===== config.mk =====
export PLATFORM = sky130hd
export DESIGN_NAME = cpu_clock_stretcher
export DESIGN_NICKNAME = d
export VERILOG_FILES = /design/src/rtl/cpu_clkstr_pkg.sv /design/src/rtl/cpu_clkstr_div.sv /design/src/rtl/cpu_clkstr_req.sv /design/src/rtl/cpu_clkstr_mask.sv /design/src/rtl/cpu_clock_stretcher.sv
export SDC_FILE = /design/constraint.sdc
export NUM_CORES = 1
export LEC_CHECK = 0
export ABC_AREA = 1
export ABC_CLOCK_PERIOD_IN_PS = 900
export CORE_AREA = 5 5 42 44
export DETAILED_ROUTE_END_ITERATION = 8
export DIE_AREA = 0 0 47 49
export DONT_BUFFER_PORTS = 1
export GPL_TIMING_DRIVEN = 1
export RECOVER_POWER = 25
export SLEW_MARGIN = 40
export SYNTH_ARGS = -nofsm -noshare
export SYNTH_HDL_FRONTEND = slang
export SYNTH_HIERARCHICAL = 1
export SYNTH_SLANG_ARGS = --single-unit

===== constraint.sdc =====
create_clock -name clk -period 0.9 [get_ports clk]
set_input_delay 0.045 -clock clk [delete_from_list [all_inputs] [get_ports clk]]
set_output_delay 0.045 -clock clk [all_outputs]
set_load 0.01 [all_outputs]

===== src/rtl/cpu_clkstr_pkg.sv =====
package cpu_clkstr_pkg;

   // Mask controller state: running at full speed, or holding a stretch
   typedef enum logic {
      MSK_RUN  = 1'b0,
      MSK_HOLD = 1'b1
   } mask_state_t;

   // Smallest legal divider depth: fast, mid and processor phases
   localparam int unsigned MIN_DIV_LOG2 = 3;

endpackage


===== src/rtl/cpu_clkstr_div.sv =====
module cpu_clkstr_div #(
   parameter int unsigned DIV_LOG2 = 4
) (
   input  logic                clk,
   input  logic                rst_n,
   output logic [DIV_LOG2-2:0] phase_en,
   output logic                sample_stb,
   output logic                clk_slow,
   output logic                rise_next
);
   localparam int unsigned NPH = DIV_LOG2 - 1;

   logic [NPH-1:0] cnt_q;
   logic           slow_q;

   always_ff @(posedge clk or negedge rst_n) begin
      if (!rst_n) cnt_q <= '0;
      else        cnt_q <= cnt_q + 1'b1;
   end

   // One pulse per power-of-two period, all aligned to the counter wrap
   for (genvar k = 0; k < NPH; k++) begin : g_phase
      assign phase_en[k] = &cnt_q[k:0];
   end

   // Toggle flop clocked by the processor-rate enable
   always_ff @(posedge clk or negedge rst_n) begin
      if (!rst_n)               slow_q <= 1'b0;
      else if (phase_en[NPH-1]) slow_q <= ~slow_q;
   end

   assign clk_slow   = slow_q;
   assign sample_stb = phase_en[NPH-2] & ~phase_en[NPH-1];
   assign rise_next  = phase_en[NPH-1] & ~slow_q;

endmodule


===== src/rtl/cpu_clkstr_req.sv =====
module cpu_clkstr_req (
   input  logic clk,
   input  logic rst_n,
   input  logic slow_req_n,
   input  logic sample_stb,
   input  logic accept,
   input  logic clear,
   output logic pending
);
   logic slow_req;
   logic pend_q;

   assign slow_req = ~slow_req_n;

   always_ff @(posedge clk or negedge rst_n) begin
      if (!rst_n)                                 pend_q <= 1'b0;
      else if (clear)                             pend_q <= 1'b0;
      else if (sample_stb && accept && slow_req)  pend_q <= 1'b1;
   end

   assign pending = pend_q;

endmodule


===== src/rtl/cpu_clkstr_mask.sv =====
module cpu_clkstr_mask
   import cpu_clkstr_pkg::*;
(
   input  logic clk,
   input  logic rst_n,
   input  logic tick,
   input  logic rise_next,
   input  logic pending,
   output logic cpu_en,
   output logic release_req,
   output logic stretching
);
   mask_state_t state_q, state_d;
   logic        hold;
   logic        fire_slow;

   // First boundary of a slow access is always suppressed; later ones
   // are suppressed until the peripheral clock is about to rise.
   assign hold      = tick & pending & ((state_q == MSK_RUN) | ~rise_next);
   assign fire_slow = tick & pending & (state_q == MSK_HOLD) & rise_next;

   always_comb begin
      state_d = state_q;
      unique case (state_q)
         MSK_RUN:  if (tick && pending) state_d = MSK_HOLD;
         MSK_HOLD: if (fire_slow)       state_d = MSK_RUN;
         default:                       state_d = MSK_RUN;
      endcase
   end

   always_ff @(posedge clk or negedge rst_n) begin
      if (!rst_n) state_q <= MSK_RUN;
      else        state_q <= state_d;
   end

   assign cpu_en      = tick & ~hold;
   assign release_req = fire_slow;
   assign stretching  = (state_q == MSK_HOLD);

endmodule


===== src/rtl/cpu_clock_stretcher.sv =====
module cpu_clock_stretcher
   import cpu_clkstr_pkg::*;
#(
   parameter int unsigned DIV_LOG2 = 4
) (
   input  logic                clk,
   input  logic                rst_n,
   input  logic                slow_req_n,
   output logic                cpu_en,
   output logic                clk1m,
   output logic [DIV_LOG2-2:0] phase_en
);
   localparam int unsigned NPH = DIV_LOG2 - 1;

   initial begin
      assert (DIV_LOG2 >= MIN_DIV_LOG2)
         else $error("DIV_LOG2 must be at least %0d", MIN_DIV_LOG2);
   end

   logic [NPH-1:0] ph;
   logic           sample_stb;
   logic           clk_slow;
   logic           rise_next;
   logic           pending;
   logic           release_req;
   logic           stretching;

   cpu_clkstr_div #(.DIV_LOG2(DIV_LOG2)) u_div (
      .clk        (clk),
      .rst_n      (rst_n),
      .phase_en   (ph),
      .sample_stb (sample_stb),
      .clk_slow   (clk_slow),
      .rise_next  (rise_next)
   );

   cpu_clkstr_req u_req (
      .clk        (clk),
      .rst_n      (rst_n),
      .slow_req_n (slow_req_n),
      .sample_stb (sample_stb),
      .accept     (~stretching),
      .clear      (release_req),
      .pending    (pending)
   );

   cpu_clkstr_mask u_mask (
      .clk         (clk),
      .rst_n       (rst_n),
      .tick        (ph[NPH-1]),
      .rise_next   (rise_next),
      .pending     (pending),
      .cpu_en      (cpu_en),
      .release_req (release_req),
      .stretching  (stretching)
   );

   assign phase_en = ph;
   assign clk1m    = clk_slow;

endmodule


==> reports/qor.yml, run 1 <==
floorplan:
  io-pin-count: 8
  start_util_pct: 21.7
  rows: 14
  die_x_um: 47
  die-area_mm2: 0.00230
  core-area_mm2: 0.00140
  die_y_um: 49
logic_synthesis:
  syn_avg_cell_area_um2: 9.81
  synth_common_cells: "inv_1 (9), dfrtp_1 (6), ha_1 (3), nand2_1 (3), nand2_2 (2)"
  netlist_area_um2: 304
  ys_seq_area_share_pct: 49.4
  netlist_instances: 31
  synthesis.nets: 37
  ys_types: 13
  synth_edf_count: 0
  synth_flop_cell: "dfrtp_1"
  ys_ff_latch: 6
  netlist_top_cells_area: "dfrtp_1 (49%), ha_1 (12%), inv_1 (11%)"
  yosys_warnings: 6
  async_reset_ff_share_pct: 100
  yosysMostFrequentCell: "inv_1"
  yosysTopAreaCell: "dfrtp_1"
  synth.top_cell.area_share_pct: 49.4
timing:
  fmax_mhz: 760
  post-route-period-util_pct: 146
  slew_headroom_pct: 81.6
  tightest_slew_ns: 0.275
  final_hold_viol_count: 0
  drv_slew: 0
  setup_ws_ns: -0.415
  rsz0062_at_grt: "true"
  post-route-min-period_ns: 1.32
  finalSetupViolations: 7
  skew_ns: 0.00363
cells_and_area:
  fill_cells: 148
  finalNetCount: 55
  final_area_um2: 534
  num_antenna_cells: 0
  final_util_pct: 38.1
  multiInputGateArea_um2: 176
  syn2layout_area_growth_pct: 75.7
  final_cells: 63
  regArea_um2: 150
  drive_above_1_share_pct: 61.7
drt:
  drc: 0
  drtIter0Drc: 2
  dr.pass1.iters: 4
  routedWlPerCell_um: 10.3
  vias_per_cell: 3.84
  vias: 242
  ant_nets: 0
  wl_um: 646
clock_network:
  clock_sinks: 6
  cts_tree: "built"
  cts.clk_slew.worst_paths_ns: 0.05
  clk_latency_ns: 0.24
  h-tree-depth: 1
  cts_root_buffer: "clkbuf_4"
  cts-buffers-inserted: 3
  clockBufferDepth: 2
power:
  finalPower_uw: 562
  p_leak_uw: 0.000272
  vdd_drop_max_uv: 601
  p_per_area_mw_per_mm2: 1050
global_routing:
  grt_pass1_vias: 255
  track_usage_pct: 6.94
  grt.overflow.total: 0
  grt_max_degree: 7
  grt_pass1_wl_um: 1050
  antenna_found_initial: 0
setup_path:
  max_stage_delay_ns: 0.40
  endpoint_kind: "output pin"
  cp_top_family: "buffers and inverters"
  critical_path_buf_inv_count: 4
  cp-start-kind: "flip-flop"
  crit_top_cell: "buf_6"
  critPathMaxFanout: 2
  arrival_ns: 1.27
  crit_slowest_cell: "dfrtp_1"
  worstSetupPathType: "flip-flop to output pin"
  required_ns: 0.85
  cp_cell_sequence: "buf_4 > buf_6 > ha_4 > buf_6 > buf_6"
status:
  violations: "setup timing"
  outcome: "finished with violations"
hold_path:
  hold_path_class: "input port to asynchronous set/reset pin"
place:
  place.gp.congestion: 0.642
  dp.cells: 52
  dpl_cell_area_um2: 364
  dpl.hpwl_um: 426
  io_buffers: 0
run:
  maxCapViolations: 0
[final timing paths]
| check | startpoint | to | slack [ns] | depth (start not counted) |
|---|---|---|---|---|
| worst max-delay path | u_div/cnt_q[1] | phase_en[1] | -0.42 | 5 |
| worst min-delay path | rst_n | u_div/clk_slow | 0.11 | 1 |
| worst max register to register | u_div/cnt_q[0] | u_mask/stretching | -0.35 | 8 |
| worst min register to register | u_div/cnt_q[1] | u_div/cnt_q[1] | 0.54 | 1 |
| max in group asynchronous | rst_n | u_mask/stretching | 0.57 | 1 |
| min in group clk | slow_req_n | u_req/pending | 0.51 | 4 |
[repair_timing]
action / CTS / global route
pin swaps: 5 / 3
endpoints found under the setup margin: 7 / 8
buffers inserted: 4 / 3
hold buffers: 2 / 0
hold endpoints to repair: 7 / 0
resized for setup: 7 / 10
[through the flow]
| stage | hold WS, ns | setup slack, ns | TNS (ns) |
|---|---|---|---|
| 2_1_floorplan | -0.251 | -0.125 | -0.458 |
| 3_3_place_gp | -0.250 | -0.225 | -0.741 |
| 3_5_place_dp | -0.250 | -0.244 | -0.845 |
| 4_1_cts | 0.117 | -0.383 | -1.58 |
| 5_1_grt | 0.135 | -0.462 | -2.42 |
| 6_report | 0.112 | -0.415 | -2.05 |
[worst reg2reg max path: cells and delay by family, from the launching register on]
family        cells  cell delay [ns]
fa+ha+maj         1             0.18
buf+inv           3             0.32
flops             1             0.39
simple gates      4             0.26
[flip-flops by register name (all words and copies together), names as in the netlist]
register / count
u_div/cnt_q: 3
u_div/clk_slow: 1
u_mask/stretching: 1
u_req/pending: 1
[logic make-up (layout without fill, tap and decap cells)]
group           count (synthesis)  after routing  synth area share, %
buf+inv                        10             26                 13.6
simple gates                    9              9                 17.7
flops                           6              6                 49.4
fa+ha+maj                       3              3                 12.3
compound gates                  3              3                 7.00
[power by group]
group          internal, uW  switching [uW]
clock                   151            96.8
sequential              279            10.2
combinational          12.3            12.8
total                   442             120
[layout by cell type, fill, tap and decap left out, drive strengths merged]
master	n
dfrtp	6
clkbuf	3
inv	9
ha	3
nor2	2
a21boi	1
dlygate4sd3	2
a21oi	2
buf	12
nand2	5
nand3	2
[layout make-up]
cell class	instances	share of cell area, %
Multi-Input combinational cell	15	33.0
Sequential cell	6	28.1
Tap cell	16	3.75
Timing Repair Buffer	14	24.1
Clock buffer	3	4.22
Inverter	9	6.79
[routing by layer]
metal	track usage, %	part of all wire (%)	up-vias
li1	-	-	123
met1	6.26	38	112
met2	10.2	52	5
met3	2.58	4.8	2
met4	8.29	5.1	0
met5	0	0	-
No activity file was read; power rests on OpenSTA's default activity.
==> run 2: changes to the inputs <==
--- a/config.mk
+++ b/config.mk
@@ -6,7 +6,7 @@
 export NUM_CORES = 1
 export LEC_CHECK = 0
 export ABC_AREA = 1
-export ABC_CLOCK_PERIOD_IN_PS = 900
+export ABC_CLOCK_PERIOD_IN_PS = 1300
 export CORE_AREA = 5 5 42 44
 export DETAILED_ROUTE_END_ITERATION = 8
 export DIE_AREA = 0 0 47 49
==> constraint.sdc (replaced) <==
create_clock -name clk -period 1.3 [get_ports clk]
set_input_delay 0.065 -clock clk [delete_from_list [all_inputs] [get_ports clk]]
set_output_delay 0.065 -clock clk [all_outputs]
set_load 0.01 [all_outputs]
==> run 2 against run 1 <==
  * The run now ends clean
  * Clock power shrank 33%
  * Largest power group unchanged
  * Final cell count fell by 11%
  * Cell area shrank 22%
  * Highest routed layer unchanged
  * Largest cell class is now registers
  * Die area is the same
  * Flip-flop and latch count is the same
  * Wire length down 22%
==> reports/qor.yml, run 2 (synthesized netlist as in run 1, its figures left out) <==
status:
  outcome: "finished clean"
cells_and_area:
  top_register: "u_div/cnt_q"
  num_antenna_cells: 0  # unchanged
  final_util_pct: 29.6  # -8.5 points
  syn2layout_area_growth_pct: 36.6
  final_common_cell: "inv_1"
  mostFrequentLayoutCells: "inv_1 (8), dfrtp_1 (6), buf_4 (5)"
  drive_above_1_share_pct: 42.5  # -19 points
  finalNetCount: 48  # -13%
  largest_reg_flops: 3  # unchanged
hold_path:
  hold_path_class: "input port to asynchronous set/reset pin"
global_routing:
  antenna_found_initial: 0  # unchanged
  track_usage_pct: 5.80  # -1.1 points
  grt_pass1_wl_um: 897  # -14%
  grt_max_degree: 7  # unchanged
  grt_pass1_vias: 228  # -11%
  grt.overflow.total: 0  # unchanged
drt:
  drc: 0  # unchanged
  drtIter0Drc: 8  # +6
  ant_nets: 0  # unchanged
  routedWlPerCell_um: 9.00  # -12%
  vias_per_cell: 3.86  # +0.41%
  wl_um: 504  # -22%
  dr.pass1.iters: 4  # unchanged
  vias: 216  # -11%
floorplan:
  die-area_mm2: 0.00230  # unchanged
  die_y_um: 49  # unchanged
  die_x_um: 47  # unchanged
  io-pin-count: 8  # unchanged
  core-area_mm2: 0.00140  # unchanged
  start_util_pct: 21.7  # unchanged
  rows: 14  # unchanged
setup_path:
  worstReg2RegStart: "u_div/cnt_q[0]"
  endpoint_kind: "output pin"
  required_ns: 1.24  # +0.39 ns
  worstSetupPathType: "flip-flop to output pin"
  critPathMaxFanout: 4  # +2
  arrival_ns: 1.15  # -0.12 ns
  cp-start-kind: "flip-flop"
  crit_start: "u_div/cnt_q[1]"
timing:
  fin_tns_setup_ns: 0  # +2.05 ns
  drv_slew: 0  # unchanged
  post-route-min-period_ns: 1.21
  final_hold_viol_count: 0  # unchanged
  setup_ws_ns: 0.0855  # +0.501 ns
  finalSetupViolations: 0  # -7
  post-route-period-util_pct: 93.4
  slew_headroom_pct: 80.6  # -0.95 points
  skew_ns: 0.00120  # -0.00243 ns
  rsz0062_at_grt: "false"
  fmax_mhz: 823
  tightest_slew_ns: 0.289  # +0.0142 ns
place:
  place_ws_ns: 0.215  # +0.458 ns
  place.gp.congestion: 0.620  # -3.4%
  dpl.hpwl_um: 397  # -7.0%
  io_buffers: 0  # unchanged
clock_network:
  clockBufferDepth: 2  # unchanged
  clock_sinks: 6  # unchanged
  cts.clk_slew.worst_paths_ns: 0.04  # about the same
  cts_root_buffer: "clkbuf_4"
  h-tree-depth: 1  # unchanged
  cts_tree: "built"
  cts-buffers-inserted: 3  # unchanged
  clk_latency_ns: 0.24  # about the same
power:
  p_leak_uw: 0.000215  # -21%
  vdd_drop_max_uv: 355  # -41%
  p_per_area_mw_per_mm2: 924  # -12%
  finalPower_uw: 384  # -32%
run:
  maxCapViolations: 0  # unchanged
[run 2: cell count changes in the layout (fill, tap and decap cells not counted), sizes merged]
cell  previous run  this run
buf             12         5
[run 2: worst max-delay path, cell delays in order (launching register included)]
cell and delay (ns):
dfrtp_1 0.35, ha_2 0.19, nand2_1 0.08, inv_2 0.09, a21boi_4 0.20
[run 2: power by group]
part	switching, uW	internal, uW
Clock	61.0	104
Combinational	9.10	8.33
Sequential	7.90	193
Total	78.0	306
[run 2: repair_timing]
action                                  CTS  global route
endpoints found under the hold margin     7             0
gates resized for setup                   1             4
setup buffers                             1             1
endpoints found under the setup margin    1             1
hold buffers                              2             0
pin swaps                                 1             3
[run 2: through the flow]
stage                     area (um2)  hold slack, ns  cells
after floorplan                  304          -0.231     31
after global placement           339          -0.230     49
after detailed placement         339          -0.230     49
after CTS                        393           0.140     55
after global routing             415           0.160     56
final                            415           0.144     56
[run 2: final timing paths]
kind / slack, ns / to / cells after the start
min in group clk: 0.52 / u_div/cnt_q[1] / 1
max: 0.09 / cpu_en / 4
max reg2reg: 0.13 / u_req/pending / 5
min: 0.14 / u_div/cnt_q[1] / 1
max in group asynchronous: 0.93 / u_mask/stretching / 1
min reg2reg: 0.52 / u_div/cnt_q[1] / 1
[run 2: per-layer routing]
layer	routed length (um)	GRT usage (%)	up-vias	share of wire (%)
li1	-	-	110	-
met1	220	6.70	94	44
met2	214	7.01	8	42
met3	47	3.32	4	9.3
met4	21	5.53	0	4.2
met5	0	0	-	0
[run 2: cell type report]
cell class / count / area [um2]
fill: 157 / 986
sequential: 6 / 150
timing repair buffer: 7 / 57.6
multi-input combinational: 15 / 131
clock buffer: 3 / 22.5
tap: 16 / 20.0
inverter: 9 / 33.8
